## config.mk

```make
export PLATFORM = sky130hd
export DESIGN_NAME = spi_mem_frontend
export DESIGN_NICKNAME = d
export VERILOG_FILES = /design/src/rtl/spi_mem_pkg.sv /design/src/rtl/spi_mem_sync.sv /design/src/rtl/spi_mem_opdec.sv /design/src/rtl/spi_mem_txshift.sv /design/src/rtl/spi_mem_frontend.sv
export SDC_FILE = /design/constraint.sdc
export NUM_CORES = 1
export LEC_CHECK = 0
export BUFFER_PORTS_ARGS = -buffer_cell sky130_fd_sc_hd__buf_2
export CAP_MARGIN = 15
export CORE_MARGIN = 4
export CORE_UTILIZATION = 45
export CTS_BUF_LIST = sky130_fd_sc_hd__clkbuf_4
export DETAILED_ROUTE_END_ITERATION = 7
export GPL_TIMING_DRIVEN = 0
export PLACE_DENSITY = 0.61
export SYNTH_ARGS = -nofsm -noshare
export SYNTH_HDL_FRONTEND = slang
export SYNTH_SLANG_ARGS = --single-unit
```

## constraint.sdc

```tcl
create_clock -name clk -period 6.2 [get_ports clk]
set_clock_uncertainty 0.2 [all_clocks]
set_input_delay 0.31 -clock clk [delete_from_list [all_inputs] [get_ports clk]]
set_output_delay 0.31 -clock clk [all_outputs]
set_load 0.005 [all_outputs]
```

## src/rtl/spi_mem_pkg.sv

```systemverilog
package spi_mem_pkg;

   localparam logic [7:0] OPC_WEN_SET  = 8'h06;
   localparam logic [7:0] OPC_WEN_CLR  = 8'h04;
   localparam logic [7:0] OPC_STAT_RD  = 8'h05;
   localparam logic [7:0] OPC_STAT_WR  = 8'h01;
   localparam logic [7:0] OPC_ARR_RD   = 8'h03;
   localparam logic [7:0] OPC_ARR_WR   = 8'h02;

   typedef enum logic [3:0] {
      ST_OPCODE,
      ST_ADDR,
      ST_RD_STREAM,
      ST_WR_STREAM,
      ST_STAT_OUT,
      ST_STAT_IN,
      ST_STAT_HELD,
      ST_WEN_HELD,
      ST_WDIS_HELD,
      ST_DISCARD
   } fe_state_t;

endpackage

```

## src/rtl/spi_mem_sync.sv

```systemverilog
module spi_mem_sync #(
   parameter int          N       = 4,
   parameter int          STAGES  = 2,
   parameter logic [N-1:0] RST_VAL = '0
) (
   input  logic         clk,
   input  logic         rst_n,
   input  logic [N-1:0] din,
   output logic [N-1:0] lvl,
   output logic [N-1:0] rise,
   output logic [N-1:0] fall
);

   logic [N-1:0] prev;

   for (genvar i = 0; i < N; i++) begin : g_bit
      logic [STAGES-1:0] chain;
      always_ff @(posedge clk or negedge rst_n) begin
         if (!rst_n) chain <= {STAGES{RST_VAL[i]}};
         else        chain <= {chain[STAGES-2:0], din[i]};
      end
      assign lvl[i] = chain[STAGES-1];
   end

   always_ff @(posedge clk or negedge rst_n) begin
      if (!rst_n) prev <= RST_VAL;
      else        prev <= lvl;
   end

   assign rise = lvl & ~prev;
   assign fall = ~lvl & prev;

endmodule

```

## src/rtl/spi_mem_opdec.sv

```systemverilog
module spi_mem_opdec
   import spi_mem_pkg::*;
#(
   parameter int DATA_W = 8
) (
   input  logic [DATA_W-1:0] opc,
   input  logic              busy,
   output fe_state_t         nxt,
   output logic              is_rd
);

   always_comb begin
      nxt   = ST_DISCARD;
      is_rd = 1'b0;
      if (opc == OPC_STAT_RD) begin
         nxt = ST_STAT_OUT;
      end else if (!busy) begin
         case (opc)
            OPC_WEN_SET: nxt = ST_WEN_HELD;
            OPC_WEN_CLR: nxt = ST_WDIS_HELD;
            OPC_STAT_WR: nxt = ST_STAT_IN;
            OPC_ARR_RD:  begin nxt = ST_ADDR; is_rd = 1'b1; end
            OPC_ARR_WR:  nxt = ST_ADDR;
            default:     nxt = ST_DISCARD;
         endcase
      end
   end

endmodule

```

## src/rtl/spi_mem_txshift.sv

```systemverilog
module spi_mem_txshift #(
   parameter int DATA_W = 8
) (
   input  logic              clk,
   input  logic              rst_n,
   input  logic              clear,
   input  logic              arm,
   input  logic              shift,
   input  logic [DATA_W-1:0] data,
   output logic              bit_out,
   output logic              drive
);

   logic [DATA_W-1:0] sreg;
   logic              pend;

   always_ff @(posedge clk or negedge rst_n) begin
      if (!rst_n) begin
         sreg  <= '0;
         pend  <= 1'b0;
         drive <= 1'b0;
      end else if (clear) begin
         pend  <= 1'b0;
         drive <= 1'b0;
      end else begin
         if (arm) pend <= 1'b1;
         if (shift) begin
            if (pend) begin
               sreg  <= data;
               pend  <= 1'b0;
               drive <= 1'b1;
            end else begin
               sreg <= {sreg[DATA_W-2:0], 1'b0};
            end
         end
      end
   end

   assign bit_out = sreg[DATA_W-1];

endmodule

```

## src/rtl/spi_mem_frontend.sv

```systemverilog
module spi_mem_frontend
   import spi_mem_pkg::*;
#(
   parameter int DATA_W      = 8,
   parameter int ADDR_W      = 13,
   parameter int ADDR_BYTES  = 2,
   parameter int PAGE_W      = 6,
   parameter int SYNC_STAGES = 2
) (
   input  logic              clk,
   input  logic              rst_n,
   input  logic              spi_sck,
   input  logic              spi_cs_n,
   input  logic              spi_si,
   input  logic              spi_hold_n,
   output logic              spi_so,
   output logic              spi_so_oe,
   input  logic              busy_i,
   input  logic [DATA_W-1:0] status_i,
   output logic              arr_rd_en,
   output logic [ADDR_W-1:0] arr_addr,
   input  logic [DATA_W-1:0] arr_rd_data,
   output logic              cmd_wren,
   output logic              cmd_wrdi,
   output logic              sr_wr_en,
   output logic [DATA_W-1:0] sr_wr_data,
   output logic              wd_valid,
   output logic [ADDR_W-1:0] wd_addr,
   output logic [DATA_W-1:0] wd_data,
   output logic              wr_commit
);

   localparam int ADDR_BITS = ADDR_BYTES * DATA_W;
   localparam int BIT_W     = $clog2(DATA_W);
   localparam int ABYTE_W   = (ADDR_BYTES > 1) ? $clog2(ADDR_BYTES) : 1;
   localparam int HI_W      = ADDR_BITS - DATA_W;
   localparam int I_SCK = 0, I_CS = 1, I_SI = 2, I_HOLD = 3;

   initial begin
      assert (DATA_W == 8) else $fatal(1, "DATA_W must be 8");
      assert (ADDR_BYTES >= 2) else $fatal(1, "ADDR_BYTES must be at least 2");
      assert (ADDR_W <= ADDR_BITS) else $fatal(1, "ADDR_W exceeds address field");
      assert (PAGE_W >= 1 && PAGE_W <= ADDR_W) else $fatal(1, "bad PAGE_W");
      assert (SYNC_STAGES >= 2) else $fatal(1, "SYNC_STAGES must be at least 2");
   end

   // pin synchronizers and edge detection
   logic [3:0] pin_lvl, pin_rise, pin_fall;
   logic       edge_unused;

   spi_mem_sync #(.N(4), .STAGES(SYNC_STAGES), .RST_VAL(4'b1010)) u_sync (
      .clk  (clk),
      .rst_n(rst_n),
      .din  ({spi_hold_n, spi_si, spi_cs_n, spi_sck}),
      .lvl  (pin_lvl),
      .rise (pin_rise),
      .fall (pin_fall)
   );
   assign edge_unused = ^{pin_rise[I_HOLD], pin_rise[I_SI], pin_fall[I_HOLD:I_CS]};

   logic cs_lvl, cs_rise, si_lvl;
   assign cs_lvl  = pin_lvl[I_CS];
   assign cs_rise = pin_rise[I_CS];
   assign si_lvl  = pin_lvl[I_SI];

   // pause: pin level only taken while the serial clock is low
   logic paused;
   always_ff @(posedge clk or negedge rst_n) begin
      if (!rst_n)              paused <= 1'b0;
      else if (!pin_lvl[I_SCK]) paused <= !pin_lvl[I_HOLD];
   end

   logic sck_up, sck_dn;
   assign sck_up = pin_rise[I_SCK] & ~paused & ~cs_lvl;
   assign sck_dn = pin_fall[I_SCK] & ~paused & ~cs_lvl;

   // sequence state
   fe_state_t          state;
   logic [BIT_W-1:0]   bitcnt;
   logic [DATA_W-2:0]  shin;
   logic [ABYTE_W-1:0] abyte;
   logic [HI_W-1:0]    addr_sh;
   logic [ADDR_W-1:0]  ptr;
   logic [DATA_W-1:0]  rdbyte;
   logic               rd_op, rd_wait, have_data, arm;

   logic [DATA_W-1:0]    byte_in;
   logic                 byte_done;
   logic [ADDR_BITS-1:0] addr_full;
   assign byte_in   = {shin, si_lvl};
   assign byte_done = sck_up && (bitcnt == BIT_W'(DATA_W - 1));
   assign addr_full = {addr_sh, byte_in};

   fe_state_t dec_nxt;
   logic      dec_rd;
   spi_mem_opdec #(.DATA_W(DATA_W)) u_dec (
      .opc  (byte_in),
      .busy (busy_i),
      .nxt  (dec_nxt),
      .is_rd(dec_rd)
   );

   // next address variants: page-local wrap for writes, whole-array wrap for reads
   logic [ADDR_W-1:0] ptr_page_nxt, ptr_lin_nxt;
   assign ptr_lin_nxt = ptr + 1'b1;
   if (PAGE_W < ADDR_W) begin : g_page
      assign ptr_page_nxt = {ptr[ADDR_W-1:PAGE_W], ptr[PAGE_W-1:0] + 1'b1};
   end else begin : g_flat
      assign ptr_page_nxt = ptr_lin_nxt;
   end

   logic addr_unused;
   if (ADDR_BITS > ADDR_W) begin : g_addr_drop
      assign addr_unused = ^addr_full[ADDR_BITS-1:ADDR_W];
   end else begin : g_addr_full
      assign addr_unused = 1'b0;
   end

   always_ff @(posedge clk or negedge rst_n) begin
      if (!rst_n) begin
         state      <= ST_OPCODE;
         bitcnt     <= '0;
         shin       <= '0;
         abyte      <= '0;
         addr_sh    <= '0;
         ptr        <= '0;
         rdbyte     <= '0;
         rd_op      <= 1'b0;
         rd_wait    <= 1'b0;
         have_data  <= 1'b0;
         arm        <= 1'b0;
         arr_rd_en  <= 1'b0;
         arr_addr   <= '0;
         cmd_wren   <= 1'b0;
         cmd_wrdi   <= 1'b0;
         sr_wr_en   <= 1'b0;
         sr_wr_data <= '0;
         wd_valid   <= 1'b0;
         wd_addr    <= '0;
         wd_data    <= '0;
         wr_commit  <= 1'b0;
      end else begin
         cmd_wren  <= 1'b0;
         cmd_wrdi  <= 1'b0;
         sr_wr_en  <= 1'b0;
         wr_commit <= 1'b0;
         wd_valid  <= 1'b0;
         arr_rd_en <= 1'b0;
         arm       <= 1'b0;
         rd_wait   <= arr_rd_en;
         if (rd_wait) rdbyte <= arr_rd_data;

         if (cs_rise && bitcnt == '0) begin
            case (state)
               ST_WEN_HELD:  cmd_wren <= 1'b1;
               ST_WDIS_HELD: cmd_wrdi <= 1'b1;
               ST_STAT_HELD: sr_wr_en <= 1'b1;
               ST_WR_STREAM: wr_commit <= have_data;
               default: ;
            endcase
         end

         if (cs_lvl) begin
            state     <= ST_OPCODE;
            bitcnt    <= '0;
            abyte     <= '0;
            have_data <= 1'b0;
         end else if (sck_up) begin
            shin   <= byte_in[DATA_W-2:0];
            bitcnt <= bitcnt + 1'b1;
            if (byte_done) begin
               case (state)
                  ST_OPCODE: begin
                     state <= dec_nxt;
                     rd_op <= dec_rd;
                     if (dec_nxt == ST_STAT_OUT) begin
                        rdbyte <= status_i;
                        arm    <= 1'b1;
                     end
                  end
                  ST_STAT_OUT: begin
                     rdbyte <= status_i;
                     arm    <= 1'b1;
                  end
                  ST_ADDR: begin
                     addr_sh <= addr_full[HI_W-1:0];
                     abyte   <= abyte + 1'b1;
                     if (abyte == ABYTE_W'(ADDR_BYTES - 1)) begin
                        ptr <= addr_full[ADDR_W-1:0];
                        if (rd_op) begin
                           state     <= ST_RD_STREAM;
                           arr_rd_en <= 1'b1;
                           arr_addr  <= addr_full[ADDR_W-1:0];
                           arm       <= 1'b1;
                        end else begin
                           state <= ST_WR_STREAM;
                        end
                     end
                  end
                  ST_RD_STREAM: begin
                     ptr       <= ptr_lin_nxt;
                     arr_rd_en <= 1'b1;
                     arr_addr  <= ptr_lin_nxt;
                     arm       <= 1'b1;
                  end
                  ST_WR_STREAM: begin
                     wd_valid  <= 1'b1;
                     wd_addr   <= ptr;
                     wd_data   <= byte_in;
                     ptr       <= ptr_page_nxt;
                     have_data <= 1'b1;
                  end
                  ST_STAT_IN: begin
                     sr_wr_data <= byte_in;
                     state      <= ST_STAT_HELD;
                  end
                  default: ;
               endcase
            end
         end
      end
   end

   // output path
   logic tx_bit, tx_drive;
   spi_mem_txshift #(.DATA_W(DATA_W)) u_tx (
      .clk    (clk),
      .rst_n  (rst_n),
      .clear  (cs_lvl),
      .arm    (arm),
      .shift  (sck_dn),
      .data   (rdbyte),
      .bit_out(tx_bit),
      .drive  (tx_drive)
   );

   assign spi_so_oe = tx_drive & ~paused;
   assign spi_so    = spi_so_oe & tx_bit;

endmodule

```

After elaboration in Yosys (flattened, before gate mapping)
Index checks and enable logic that the tools add are counted.
{"block": "word_totals", "reg_bits": 114, "in_bits": 23, "out_inout_bits": 50, "wordCells": 160}
{"block": "classes", "n_addsub": 4, "eq_ne": 19, "mux": 64, "bitwise": 13, "reduce_logical": 29}
{"operator": "8-bit 2-to-1 mux", "count": 6}
{"operator": "1-bit 2-to-1 mux", "count": 40}
{"operator": "13-bit 2-to-1 mux", "count": 3}
{"operator": "13-bit case mux with 3 select lines", "count": 1}
{"operator": "13-bit case mux with 2 select lines", "count": 1}
{"operator": "8-bit by 3-bit equality test with 1-bit output, second input constant", "count": 3}
{"operator": "4-bit 2-to-1 mux", "count": 6}
{"operator": "4-bit by 3-bit equality test with 1-bit output, second input constant", "count": 5}
{"operator": "4-bit AND reduction", "count": 5}
{"operator": "8-bit by 2-bit equality test with 1-bit output, second input constant", "count": 2}
{"operator": "4-bit case mux with 4 select lines", "count": 1}
{"operator": "8-bit case mux with 2 select lines", "count": 1}
{"operator": "2-bit nonzero test", "count": 7}
{"operator": "13-bit by 1-bit adder with 13-bit output, second input constant", "count": 1}
{"operator": "4-bit case mux with 3 select lines", "count": 1}
{"operator": "6-bit AND reduction", "count": 2}
{"operator": "4-bit by 2-bit equality test with 1-bit output, second input constant", "count": 2}
{"operator": "8-bit by 1-bit equality test with 1-bit output, second input constant", "count": 1}
{"operator": "1-bit bitwise AND", "count": 7}
{"operator": "6-bit by 1-bit adder with 6-bit output, second input constant", "count": 1}
{"operator": "3-bit 2-to-1 mux", "count": 2}
{"operator": "2-bit AND reduction", "count": 3}
{"operator": "3-bit AND reduction", "count": 2}
{"operator": "5-bit AND reduction", "count": 1}
{"operator": "other kinds (19)", "count": 25}

Logic depth before layout (Yosys ltp)
{"block": "depth", "word_depth": 11, "ltp_mapped": 7, "mapped_depth_nobuf": 6}

By module
Synthesis repeated with hierarchy kept, for this count alone.
{"block": "hier_totals", "cells_unflattened": 476, "hier_area_um2": 5474.0}
{"module": "spi_mem_frontend", "instances": 1, "cells_each": 401, "area_each_um2": 4440.5, "seq_area_each_um2": 2352.3}
{"module": "spi_mem_txshift", "instances": 1, "cells_each": 35, "area_each_um2": 523.0, "seq_area_each_um2": 250.2}
{"module": "spi_mem_sync", "instances": 1, "cells_each": 24, "area_each_um2": 407.9, "seq_area_each_um2": 307.8}
{"module": "spi_mem_opdec", "instances": 1, "cells_each": 16, "area_each_um2": 102.6, "seq_area_each_um2": 0.0}

Worst setup path before layout
Ideal clock, no wire load.
{"block": "synth_path", "path_type": "flip-flop to flip-flop", "from": "reg u_sync.g_bit[1].chain[1]", "to": "reg wd_addr[0]", "setup_time_ns": 0.125, "t_arrival_ns": 1.897, "required_time_ns": 5.875, "path_slack_ns": 3.978, "path_stages_with_launch": 7, "n_path_buf": 2, "synth_period_minus_slack_ns": 2.222, "cell_sequence": "dfstp_2 clkbuf_1 nand2b_1 nor2_4 nand3_1 buf_2 mux2_2"}
{"block": "synth_between", "elab_chain_cells": 4}
{"item": "start: declaration", "line": "spi_mem_sync.sv:17", "text": "logic [STAGES-1:0] chain;"}
{"item": "start signal: assignment", "line": "spi_mem_sync.sv:19", "text": "if (!rst_n) chain <= {STAGES{RST_VAL[i]}};"}
{"item": "start signal: assignment", "line": "spi_mem_sync.sv:20", "text": "else chain <= {chain[STAGES-2:0], din[i]};"}
{"item": "1-bit inverter (no line) *"}
{"item": "1-bit bitwise AND", "line": "spi_mem_frontend.sv:74", "text": "assign sck_up = pin_rise[I_SCK] & ~paused & ~cs_lvl;"}
{"item": "1-bit logical AND", "line": "spi_mem_frontend.sv:91", "text": "assign byte_done = sck_up && (bitcnt == BIT_W'(DATA_W - 1));"}
{"item": "4-bit AND reduction (no line) *"}
{"item": "end signal: assignment", "line": "spi_mem_frontend.sv:208", "text": "wd_addr <= ptr;"}
{"item": "end: declaration", "line": "spi_mem_frontend.sv:28", "text": "output logic [ADDR_W-1:0] wd_addr,"}
Every way passes the cells marked *; elsewhere a longest branch is shown, timed or not.
A chain may end at the register's enable or synchronous reset.

Final worst setup path
{"block": "layout_path", "from": "reg shin[3]", "to": "reg rdbyte[7]"}
{"block": "layout_between", "elab_chain_cells": 11, "elab_cells_between_ends": 16, "classes_between": "eq/ne (7); mux (8); reduce/logical (1)"}
{"item": "start: declaration", "line": "spi_mem_frontend.sv:80", "text": "logic [DATA_W-2:0] shin;"}
{"item": "start signal: assignment", "line": "spi_mem_frontend.sv:169", "text": "shin <= byte_in[DATA_W-2:0];"}
{"item": "8-bit by 2-bit equality test with 1-bit output", "line": "spi_mem_opdec.sv:18", "text": "case (opc)"}
{"item": "2-bit OR reduction (no line)"}
{"item": "4-bit case mux with 4 select lines", "line": "spi_mem_opdec.sv:18"}
{"item": "4-bit 2-to-1 mux", "line": "spi_mem_opdec.sv:17", "text": "end else if (!busy) begin"}
{"item": "4-bit 2-to-1 mux *", "line": "spi_mem_opdec.sv:15", "text": "if (opc == OPC_STAT_RD) begin"}
{"item": "4-bit by 3-bit equality test with 1-bit output *", "line": "spi_mem_frontend.sv:176", "text": "if (dec_nxt == ST_STAT_OUT) begin"}
{"item": "8-bit 2-to-1 mux *", "line": "spi_mem_frontend.sv:176"}
{"item": "8-bit case mux with 2 select lines *", "line": "spi_mem_frontend.sv:172", "text": "case (state)"}
{"item": "8-bit 2-to-1 mux *", "line": "spi_mem_frontend.sv:171", "text": "if (byte_done) begin"}
{"item": "8-bit 2-to-1 mux *", "line": "spi_mem_frontend.sv:168", "text": "end else if (sck_up) begin"}
{"item": "8-bit 2-to-1 mux *", "line": "spi_mem_frontend.sv:163", "text": "if (cs_lvl) begin"}
{"item": "end signal: assignment", "line": "spi_mem_frontend.sv:151", "text": "if (rd_wait) rdbyte <= arr_rd_data;"}
{"item": "end signal: assignment", "line": "spi_mem_frontend.sv:177", "text": "rdbyte <= status_i;"}
{"item": "end signal: assignment", "line": "spi_mem_frontend.sv:182", "text": "rdbyte <= status_i;"}
{"item": "end: declaration", "line": "spi_mem_frontend.sv:84", "text": "logic [DATA_W-1:0] rdbyte;"}
Marked as above.

==> reports/qor.yml <==
synth.avg_cell_area_um2: 11.2
critPathLaunchType: "register"
die_x_um: 116
die_h_um: 116
grt_pass1_vias: 3822
status: "complete, no violations"
dp_hpwl_mm: 8.11
die-area_mm2: 0.0135
slew_viol_final: 0
critPathKind: "reg -> reg"
vias_per_cell: 5.41
r2r_end: "rdbyte[7]$_DFF_PN0_"
rows: 39
drive_above_1_share: 0.313
overflow: 0
track_usage: 0.184
cts_buffers: 17
tns_ns: 0
clockBufferDepth: 2
hold_depth: 0
drc_errors: 0
post-cts-setup-buffers: 0
nets: 610
syn-num-nets: 496
slew_headroom: 0.438
synth_ff_type: "dfrtp_1"
drt_first_pass_iters: 4
clkTransAtPathRegs_ns: 0.10
htreeDepth: 4
place.gp.congestion: 0.789
rsz0062_at_grt: "no"
routedWlPerCell_um: 15.8
ant_nets: 0
drt_iter0_markers: 303
final.min_clock_period_ns: 3.27
final_common_cell: "dfrtp_1"
crit_required_ns: 6.40
async_flop_share: 1.00
start_util: 0.462
final_cell_mix: "dfrtp_1, buf_2, mux2_2"
min_period_over_period: 0.528
reg2reg_slack_ns: 2.93
setup_viol: 0
core_area_mm2: 0.0114
cts_tree: "built"
synth_edf_count: 0
hold_viol_final: 0
layout.filler_cells: 1022
ys_warn_count: 0
synth_seq_area_share: 0.542
critPathMaxFanout: 8
whs_ns: 0.155
diodes: 0
register_area_mm2: 0.00286
netlist_area_mm2: 0.00527
cap_viol_max_count: 0
port_buffers: 72
hold_end: "u_sync.g_bit[2].chain[1]$_DFF_PN0_"
crit_arrival_ns: 3.47
cp-end-kind: "register"
clk_latency_ns: 0.51
syn2layout_area_growth_pct: 21.2
vdd_ir_drop_max_mv: 0.105
grt_pass1_wl_mm: 19.3
max_freq_mhz: 306
routed_wl_mm: 11.7
cts-resized-gates: 0
rr_startpoint: "shin[3]$_DFFE_PN0P_"
hp-class: "reg -> reg"
cts_sinks: 114
grt_max_degree: 67
num_vias: 3985
ys_ff_latch: 114
ff2ff_path_depth: 5
p_leak_nw: 3.05
multi_input_area_mm2: 0.00221
cts_root_buffer: "clkbuf_4"
worstMarginPinSlew_ns: 0.843
ios: 73
ctsHoldBuffers: 22
antenna_found_initial: 0
worst_hold_startpoint: "u_sync.g_bit[2].chain[0]$_DFF_PN0_"
yosysUniqueCellTypes: 63
syn_inst: 469
p_per_area_mw_per_mm2: 247
-- cell families (layout without fill, tap and decap cells) --
family | after synthesis | in the layout | synth area share
flip-flops | 114 | 114 | 0.542
AND/OR/NAND/NOR | 140 | 140 | 0.144
buffers and inverters | 48 | 173 | 0.0380
AO/OA/AOI/OAI | 90 | 90 | 0.115
multiplexers | 68 | 68 | 0.143
adder cells (fa/ha/maj) | 4 | 4 | 0.00950
XOR/XNOR | 5 | 5 | 0.00831
-- registers in the layout, summed over array words and instances, names as in the netlist, 2 cells and up --
register,cells
addr_sh,5
arr_addr,13
bitcnt,3
ptr,13
rdbyte,8
shin,7
sr_wr_data,8
state,4
u_sync.g_bit.chain,8
u_sync.prev,2
u_tx.sreg,8
wd_addr,13
wd_data,8
-- how the worst max path moves through the flow --
stage | cells past startpoint | slack (ns) | end | startpoint
final | 5 | 2.93 | rdbyte[7]$_DFF_PN0_ | shin[3]$_DFFE_PN0P_
after global routing | 5 | 2.71 | rdbyte[7]$_DFF_PN0_ | shin[3]$_DFFE_PN0P_
after CTS | 5 | 2.88 | rdbyte[3]$_DFF_PN0_ | shin[3]$_DFFE_PN0P_
after detailed placement | 4 | 3.46 | rdbyte[6]$_DFF_PN0_ | shin[3]$_DFFE_PN0P_
after global placement | 1 | 3.29 | u_sync.g_bit[0].chain[0]$_DFF_PN0_ | rst_n
after floorplan | 6 | 3.98 | wd_addr[0]$_DFFE_PN0P_ | u_sync.g_bit[1].chain[1]$_DFF_PN1_
-- through the flow --
stage | area [um2] | setup slack, ns | total power [mW] | std cells | util
final | 6380 | 2.93 | 1.58 | 737 | 0.559
after global routing | 6380 | 2.71 | 1.66 | 737 | 0.559
after CTS | 6380 | 2.88 | 1.60 | 737 | 0.559
after detailed placement | 5840 | 3.46 | 0.961 | 685 | 0.511
after global placement | 5810 | 3.29 | 0.954 | 684 | 0.509
after floorplan | 5270 | 3.98 | 0.899 | 469 | -
-- synthesized netlist by cell type, types with 2 or more instances --
library cell / number / area, um2
xor2_1: 3 / 26.3
nor4_1: 6 / 37.5
nand2b_1: 6 / 37.5
nor4bb_1: 3 / 30.0
a22o_1: 3 / 26.3
a21oi_1: 22 / 110
nor2_1: 36 / 135
o31a_1: 4 / 35.0
xnor2_1: 2 / 17.5
or2_2: 2 / 12.5
o21ai_0: 24 / 120
o21a_1: 3 / 22.5
nor3b_1: 4 / 30.0
dfstp_2: 5 / 131
and2_1: 4 / 25.0
mux2i_1: 10 / 100
and3_1: 2 / 12.5
dfrtp_1: 109 / 2730
nand3_1: 8 / 40.0
a2111oi_4: 2 / 55.1
ha_1: 4 / 50.1
buf_1: 2 / 7.51
clkbuf_1: 21 / 78.8
nand4b_1: 2 / 17.5
buf_2: 7 / 35.0
o22ai_1: 2 / 12.5
nor3_1: 6 / 30.0
nor4_2: 2 / 25.0
nand2_1: 38 / 143
inv_1: 16 / 60.1
mux2_2: 58 / 653
nor2b_1: 5 / 31.3
nand4_1: 4 / 25.0
a31oi_1: 15 / 93.8
-- area by class of cell --
class / instances / share of cell area
timing repair buffer: 95 / 0.0956
sequential: 114 / 0.448
clock buffer: 18 / 0.0212
tap: 143 / 0.0280
buffer: 32 / 0.0219
clock inverter: 12 / 0.0298
multi-input combinational: 307 / 0.346
inverter: 16 / 0.00941
-- per-layer routing --
| metal | wire length (um) | global-route usage | up-vias |
|---|---|---|---|
| met5 | 0 | 0 | - |
| met4 | 142 | 0.0650 | 0 |
| met3 | 613 | 0.0534 | 13 |
| met2 | 5510 | 0.278 | 95 |
| met1 | 5400 | 0.253 | 1972 |
| li1 | - | - | 1905 |
-- critical path, stage by stage (launching register included) --
cell and delay (ns):
dfrtp_1 0.51, nor4_2 0.49, a41oi_1 0.31, nor4b_4 0.67
mux2_2 0.42, dlygate4sd3_1 0.55
-- power by group --
| group | leakage [nW] | internal [mW] | switching [mW] | total [mW] |
|---|---|---|---|---|
| registers | 1.53 | 0.775 | 0.0301 | 0.805 |
| logic | 1.36 | 0.0609 | 0.0850 | 0.146 |
| clock network | 0.165 | 0.356 | 0.271 | 0.628 |
Note: power is estimated with default switching activity, not from simulation.
